## src/rtl/gpio_regfile_pkg.sv

```systemverilog
package gpio_regfile_pkg;
  typedef enum logic [3:0] {
    RG_DIR  = 4'd0,
    RG_OUT  = 4'd1,
    RG_SET  = 4'd2,
    RG_CLR  = 4'd3,
    RG_IN   = 4'd4,
    RG_SETR = 4'd5,
    RG_CLRR = 4'd6,
    RG_SETF = 4'd7,
    RG_CLRF = 4'd8,
    RG_STAT = 4'd9
  } reg_idx_e;

  localparam int REGS_PER_BANK = 10;
  localparam int REG_BYTES     = 4;
endpackage

```

## src/rtl/gpio_sync.sv

```systemverilog
module gpio_sync #(
  parameter int W = 32
) (
  input  logic         clk_i,
  input  logic         rst_ni,
  input  logic [W-1:0] d_i,
  output logic [W-1:0] q_o
);
  logic [W-1:0] s1_q, s2_q;

  always_ff @(posedge clk_i or negedge rst_ni) begin
    if (!rst_ni) begin
      s1_q <= '0;
      s2_q <= '0;
    end else begin
      s1_q <= d_i;
      s2_q <= s1_q;
    end
  end

  assign q_o = s2_q;

  // cycles since reset, saturating, so the delay check never looks before reset
  logic [1:0] age_q;
  always_ff @(posedge clk_i or negedge rst_ni) begin
    if (!rst_ni)            age_q <= '0;
    else if (age_q != 2'd3) age_q <= age_q + 2'd1;
  end

  p_two_stage_r6: assert property (@(posedge clk_i) disable iff (!rst_ni)
    (age_q >= 2'd2) |-> (q_o == $past(d_i, 2)));
endmodule

```

## src/rtl/gpio_bank.sv

```systemverilog
module gpio_bank
  import gpio_regfile_pkg::*;
#(
  parameter int W = 32
) (
  input  logic         clk_i,
  input  logic         rst_ni,
  input  logic         wr_i,
  input  reg_idx_e     idx_i,
  input  logic [W-1:0] wdata_i,
  output logic [W-1:0] rdata_o,
  input  logic [W-1:0] pin_i,
  input  logic [W-1:0] evt_i,
  output logic [W-1:0] dir_o,
  output logic [W-1:0] out_o,
  output logic [W-1:0] rise_o,
  output logic [W-1:0] fall_o,
  output logic [W-1:0] stat_o
);
  logic [W-1:0] dir_q, out_q, rise_q, fall_q, stat_q;
  logic [W-1:0] stat_clr;

  assign stat_clr = (wr_i && idx_i == RG_STAT) ? wdata_i : '0;

  always_ff @(posedge clk_i or negedge rst_ni) begin
    if (!rst_ni) begin
      dir_q  <= '1;
      out_q  <= '0;
      rise_q <= '0;
      fall_q <= '0;
      stat_q <= '0;
    end else begin
      if (wr_i) begin
        unique case (idx_i)
          RG_DIR:  dir_q  <= wdata_i;
          RG_OUT:  out_q  <= wdata_i;
          RG_SET:  out_q  <= out_q | wdata_i;
          RG_CLR:  out_q  <= out_q & ~wdata_i;
          RG_SETR: rise_q <= rise_q | wdata_i;
          RG_CLRR: rise_q <= rise_q & ~wdata_i;
          RG_SETF: fall_q <= fall_q | wdata_i;
          RG_CLRF: fall_q <= fall_q & ~wdata_i;
          default: ;
        endcase
      end
      // event wins over a same-cycle clear
      stat_q <= (stat_q & ~stat_clr) | evt_i;
    end
  end

  always_comb begin
    unique case (idx_i)
      RG_DIR:                  rdata_o = dir_q;
      RG_OUT, RG_SET, RG_CLR:  rdata_o = out_q;
      RG_IN:                   rdata_o = pin_i;
      RG_SETR, RG_CLRR:        rdata_o = rise_q;
      RG_SETF, RG_CLRF:        rdata_o = fall_q;
      RG_STAT:                 rdata_o = stat_q;
      default:                 rdata_o = '0;
    endcase
  end

  assign dir_o  = dir_q;
  assign out_o  = out_q;
  assign rise_o = rise_q;
  assign fall_o = fall_q;
  assign stat_o = stat_q;

  p_set_only_adds_r4: assert property (@(posedge clk_i) disable iff (!rst_ni)
    (wr_i && idx_i == RG_SET) |=> ((out_o & $past(out_o)) == $past(out_o)));
  p_clr_only_removes_r5: assert property (@(posedge clk_i) disable iff (!rst_ni)
    (wr_i && idx_i == RG_CLR) |=> ((out_o & ~$past(out_o)) == '0));
  p_rise_cleared_r7: assert property (@(posedge clk_i) disable iff (!rst_ni)
    (wr_i && idx_i == RG_CLRR) |=> ((rise_o & $past(wdata_i)) == '0));
  p_fall_cleared_r8: assert property (@(posedge clk_i) disable iff (!rst_ni)
    (wr_i && idx_i == RG_CLRF) |=> ((fall_o & $past(wdata_i)) == '0));
  p_evt_sticks_r9: assert property (@(posedge clk_i) disable iff (!rst_ni)
    (evt_i != '0) |=> ((stat_o & $past(evt_i)) == $past(evt_i)));
  p_stat_hold_r9: assert property (@(posedge clk_i) disable iff (!rst_ni)
    (!wr_i && evt_i == '0) |=> $stable(stat_o));
  p_in_ro_r6: assert property (@(posedge clk_i) disable iff (!rst_ni)
    (wr_i && idx_i == RG_IN) |=> ($stable(dir_o) && $stable(out_o) && $stable(rise_o) && $stable(fall_o)));
endmodule

```

## src/rtl/gpio_regfile.sv

```systemverilog
module gpio_regfile
  import gpio_regfile_pkg::*;
#(
  parameter int NBANK     = 5,
  parameter int BANK_W    = 32,
  parameter int GRP_PINS  = 16,
  parameter int ADDR_W    = 8,
  parameter int GRP_ADDR  = 8,
  parameter int BANK_BASE = 16,
  localparam int NPIN     = NBANK * BANK_W,
  localparam int NGRP     = NPIN / GRP_PINS,
  localparam int STRIDE   = REGS_PER_BANK * REG_BYTES
) (
  input  logic              clk_i,
  input  logic              rst_ni,
  input  logic              bus_wr_i,
  input  logic              bus_rd_i,
  input  logic [ADDR_W-1:0] bus_addr_i,
  input  logic [31:0]       bus_wdata_i,
  output logic [31:0]       bus_rdata_o,
  input  logic [NPIN-1:0]   pad_in_i,
  output logic [NPIN-1:0]   pad_oe_o,
  output logic [NPIN-1:0]   pad_out_o,
  output logic [NPIN-1:0]   rise_en_o,
  output logic [NPIN-1:0]   fall_en_o,
  input  logic [NPIN-1:0]   irq_evt_i,
  output logic [NPIN-1:0]   irq_stat_o,
  output logic [NGRP-1:0]   grp_en_o
);
  logic [NPIN-1:0]               pin_sync;
  logic [NPIN-1:0]               dir_all;
  logic [NBANK-1:0]              bank_hit;
  logic [NBANK-1:0][BANK_W-1:0]  bank_rdata;
  logic                          aligned, grp_hit;
  logic [NGRP-1:0]               grp_q;

  assign aligned = (bus_addr_i[1:0] == 2'b00);
  assign grp_hit = (bus_addr_i == ADDR_W'(GRP_ADDR));

  gpio_sync #(.W(NPIN)) u_sync (
    .clk_i (clk_i),
    .rst_ni(rst_ni),
    .d_i   (pad_in_i),
    .q_o   (pin_sync)
  );

  for (genvar b = 0; b < NBANK; b++) begin : g_bank
    localparam logic [ADDR_W-1:0] LO = ADDR_W'(BANK_BASE + b * STRIDE);
    localparam logic [ADDR_W-1:0] HI = ADDR_W'(BANK_BASE + (b + 1) * STRIDE);
    reg_idx_e idx;

    assign bank_hit[b] = aligned && (bus_addr_i >= LO) && (bus_addr_i < HI);
    assign idx         = reg_idx_e'(4'((bus_addr_i - LO) >> 2));

    gpio_bank #(.W(BANK_W)) u_bank (
      .clk_i  (clk_i),
      .rst_ni (rst_ni),
      .wr_i   (bus_wr_i && bank_hit[b]),
      .idx_i  (idx),
      .wdata_i(bus_wdata_i[BANK_W-1:0]),
      .rdata_o(bank_rdata[b]),
      .pin_i  (pin_sync[b*BANK_W +: BANK_W]),
      .evt_i  (irq_evt_i[b*BANK_W +: BANK_W]),
      .dir_o  (dir_all[b*BANK_W +: BANK_W]),
      .out_o  (pad_out_o[b*BANK_W +: BANK_W]),
      .rise_o (rise_en_o[b*BANK_W +: BANK_W]),
      .fall_o (fall_en_o[b*BANK_W +: BANK_W]),
      .stat_o (irq_stat_o[b*BANK_W +: BANK_W])
    );
  end

  assign pad_oe_o = ~dir_all;

  always_ff @(posedge clk_i or negedge rst_ni) begin
    if (!rst_ni)                 grp_q <= '0;
    else if (bus_wr_i && grp_hit) grp_q <= bus_wdata_i[NGRP-1:0];
  end
  assign grp_en_o = grp_q;

  always_comb begin
    bus_rdata_o = '0;
    if (bus_rd_i) begin
      if (grp_hit) bus_rdata_o = 32'(grp_q);
      for (int b = 0; b < NBANK; b++)
        if (bank_hit[b]) bus_rdata_o = bus_rdata_o | 32'(bank_rdata[b]);
    end
  end

  p_one_target_r10: assert property (@(posedge clk_i) disable iff (!rst_ni)
    $onehot0({grp_hit, bank_hit}));
  p_hole_reads_zero_r12: assert property (@(posedge clk_i) disable iff (!rst_ni)
    (bus_rd_i && !grp_hit && bank_hit == '0) |-> (bus_rdata_o == '0));
  p_hole_write_inert_r12: assert property (@(posedge clk_i) disable iff (!rst_ni)
    (bus_wr_i && !grp_hit && bank_hit == '0) |=> ($stable(pad_oe_o) && $stable(pad_out_o) && $stable(grp_en_o)));
  p_grp_hold_r11: assert property (@(posedge clk_i) disable iff (!rst_ni)
    !(bus_wr_i && grp_hit) |=> $stable(grp_en_o));
endmodule

```

## config.mk

```make
export PLATFORM = sky130hd
export DESIGN_NAME = gpio_regfile
export DESIGN_NICKNAME = d
export VERILOG_FILES = /design/src/rtl/gpio_regfile_pkg.sv /design/src/rtl/gpio_sync.sv /design/src/rtl/gpio_bank.sv /design/src/rtl/gpio_regfile.sv
export SDC_FILE = /design/constraint.sdc
export NUM_CORES = 2
export LEC_CHECK = 0
export BUFFER_PORTS_ARGS = -buffer_cell sky130_fd_sc_hd__buf_2
export CAP_MARGIN = 5
export CORE_AREA = 2 2 468 470
export CTS_CLUSTER_DIAMETER = 50
export CTS_CLUSTER_SIZE = 8
export DETAILED_ROUTE_END_ITERATION = 6
export DIE_AREA = 0 0 470 472
export PLACE_DENSITY = 0.46
export SKIP_LAST_GASP = 1
export SYNTH_ARGS = -nofsm -noshare
export SYNTH_HDL_FRONTEND = slang
export SYNTH_HIERARCHICAL = 1
export SYNTH_SLANG_ARGS = --single-unit
```

## constraint.sdc

```tcl
create_clock -name clk_i -period 3.5 [get_ports clk_i]
set_input_delay 0.35 -clock clk_i [delete_from_list [all_inputs] [get_ports clk_i]]
set_output_delay 0.35 -clock clk_i [all_outputs]
set_load 0.02 [all_outputs]
```

==> results.tsv <==
metric	value	unit
clock insertion delay at the later pin of the skew report	0.85	ns
Area growth, synth to finish	44.4	%
total track usage	28.6	%
critical path endpoint category	output pin	
fraction of synthesis flops using an asynchronous set or reset pin	100	%
first-pass GRT wire length	442	mm
number of DRC markers in iteration 0	5426	
width of the die	470	µm
total number of vias	51700	
worst setup path category	in2out	
number of max-slew violations in the final report	0	
Clock Tree Buf Depth	3	
post-DR wirelength/cell	34.6	µm
yosys synthesis warning count	6	
vias in the first global route	50500	
core area	217000	µm²
TritonCTS clock tree	built	
nature of the critical path startpoint	input pin	
maximum fanout encountered on the critical timing path	14	
largest net degree at the start of global routing	115	
power per cell area	507	nW/µm²
sum of overflow across all layers after global routing	0	
Tcrit/Tclk final	104	%
fmax	274	MHz
I/O pins	1206	
flip-flop cell with the highest count after synthesis	dfrtp_1	
number of enable-type register cells in the synthesized netlist	0	
deepest level of the CTS H-tree	4	
utilization of the core after routing	35.3	%
drt drc	0	
Root Driver	clkbuf_16	
register bit total from synthesis	1130	
clock transition at the register clock pins on the worst setup and hold paths after CTS	0.06	ns
setup repair after global routing missed its margin	yes	
Chip Height	472	µm
Yosys top cell area share	45.9	%
final WL	330	mm
via-per-instance ratio	5.43	
number of fill cells in the layout	21900	
violations in the final reports	negative setup slack	
Final Critical Period	3.65	ns
type of the worst min-delay path	in2reg	
Post-Syn Nets	5227	
number of iterations in the first detailed-routing pass	7	
worst max-slew margin expressed relative to the limit	20.4	%
top cells by area in the synthesized netlist	dfrtp_1, dfstp_2, mux2_2, a31oi_1, clkbuf_1	
Fin Hold WS	0.0738	ns
Fin Clk Skew	0.0720	ns
total clock buffers created by CTS	187	
Detail Placement HPWL	244	mm
Yosys cell types	66	
number of I/O port buffers	1205	
Synth area leader	dfrtp_1	
overall die area	222000	µm²
max cap viols	0	
count of endpoints failing hold in the final timing report	0	
outcome	finished with violations	
Placer Congestion	0.916	
sequential share of the synthesized area	53.8	%
starting density of the core	24.4	%
residual antenna-violating net count after detailed routing	0	
Crit path arrival time	3.30	ns
final worst setup slack	-0.146	ns
number of failing setup endpoints in the final timing report	9	
instance count of the mapped netlist	4855	
VDD IR-drop max	0.000476	V
number of instances in the placed design	8788	
share of layout cells above drive strength 1	40.3	%
Setup WS pre-CTS	-1.14	ns
required time at the endpoint of the critical path	3.15	ns
summed instance area of the synthesized netlist	52900	µm²
Tightest Pin Transition	1.19	ns
number of antenna violations at the first check in global routing	44	
Mean Syn Cell Area	10.9	µm²
row cnt	171	
post-layout instance count excluding filler cells	9533	
final net count	6867	
number of clock sinks	1130	
total leakage power	32.4	nW
[per-stage QoR]
stage	power [mW]	setup TNS [ns]	instance area, µm²
finish	38.7	-0.546	76400
global route	39.9	-1.18	76400
CTS	38.9	-0.883	75900
detailed placement	20.4	-12.17	65800
global placement	20.4	-12.11	65700
floorplan	16.9	0	52900
[area by class of cell]
type / instances / area, µm² / area share [%]
multi-input combinational: 2911 / 22000 / 28.7
clock inverter: 55 / 777 / 1.02
inverter: 186 / 707 / 0.925
sequential: 1130 / 28500 / 37.3
antenna: 26 / 65.1 / 0.0852
clock buffer: 292 / 5250 / 6.88
tap: 2854 / 3570 / 4.67
timing repair buffer: 2079 / 15600 / 20.4
[cell usage in the layout, fill, tap and decap left out, types with 41 or more instances in the layout]
cell              n
a21o_1          160
a21oi_1         226
a22o_1          157
a22oi_1         100
a22oi_2          43
a31oi_1         289
a41oi_1         128
buf_12          137
buf_2          1173
buf_4           385
buf_6            46
clkbuf_1         87
clkbuf_16       189
dfrtp_1         961
dfstp_2         160
dlygate4sd3_1   325
inv_1           180
mux2_2          311
mux2i_1          41
nand2_1         190
nand3_1         246
nand4_1         118
nor3b_1         126
o211ai_1        166
o21a_1          116
o21ai_0         188
[logic make-up (layout without fill, tap and decap cells)]
group / after synthesis / after routing / synth area share, %
multiplexers: 372 / 372 / 7.82
AND/OR/NAND/NOR: 799 / 800 / 8.47
AO/OA/AOI/OAI: 1724 / 1724 / 23.3
adder cells (fa/ha/maj): 8 / 8 / 0.189
buffers and inverters: 815 / 2612 / 6.27
flip-flops: 1130 / 1130 / 53.8
XOR/XNOR: 7 / 7 / 0.116
other: 0 / 26 / 0
[synthesized netlist by cell type (166+ instances only)]
master,n
o21ai_0,190
dfrtp_1,970
nand3_1,247
inv_1,185
nand2_1,195
a31oi_1,289
mux2_2,313
clkbuf_1,398
a21oi_1,227
buf_2,174
o211ai_1,166
[metal layers]
metal | global-route usage, % | share of wire [%] | up-vias
li1 | - | - | 21600
met1 | 38.0 | 42 | 26800
met2 | 43.3 | 44 | 2837
met3 | 7.35 | 8.3 | 510
met4 | 13.5 | 5.3 | 4
met5 | 0 | 0.0064 | -
[what timing repair did]
item                                   in CTS  in global routing
hold buffers                              325                  0
endpoints found under the hold margin     396                  0
setup endpoints to repair                  32                 31
buffers inserted                           33                  9
pin swaps                                  46                 55
resized for setup                         104                 71
gates cloned                                4                  2
[power by group]
part           leakage [nW]  total (mW)  switching [mW]  internal, mW
Combinational          16.0        6.13            3.99          2.13
Clock                  2.89        18.0            7.04          10.9
Sequential             13.5        14.6           0.742          13.9
Total                  32.4        38.7            11.8          26.9
[final timing paths]
kind                                            start                    endpoint  slack (ns)  depth (start not counted)
min in group asynchronous                      rst_ni            u_sync/s1_q[116]        0.12                          2
hold reg to reg                       u_sync/s1_q[46]              u_sync/q_o[46]        0.27                          0
setup reg to reg           g_bank[1].u_bank/stat_o[1]  g_bank[1].u_bank/stat_o[1]        2.10                          3
max in group asynchronous                      rst_ni  g_bank[4].u_bank/dir_o[20]        2.00                          3
hold / removal                         bus_wdata_i[8]                    register        0.07                          2
setup / recovery                        bus_addr_i[4]              bus_rdata_o[1]       -0.15                         13
[worst max-delay path: stages]
cell and delay (ns):
buf_8 0.09, buf_6 0.10, clkinvlp_4 0.16, ha_4 0.22, xor2_4 0.20, and4b_4 0.28
buf_6 0.17, a22oi_2 0.18, nand4_1 0.34, a311oi_4 0.69, buf_4 0.22, o221ai_2 0.09
buf_6 0.17
Note: power is estimated with default switching activity, not from simulation.
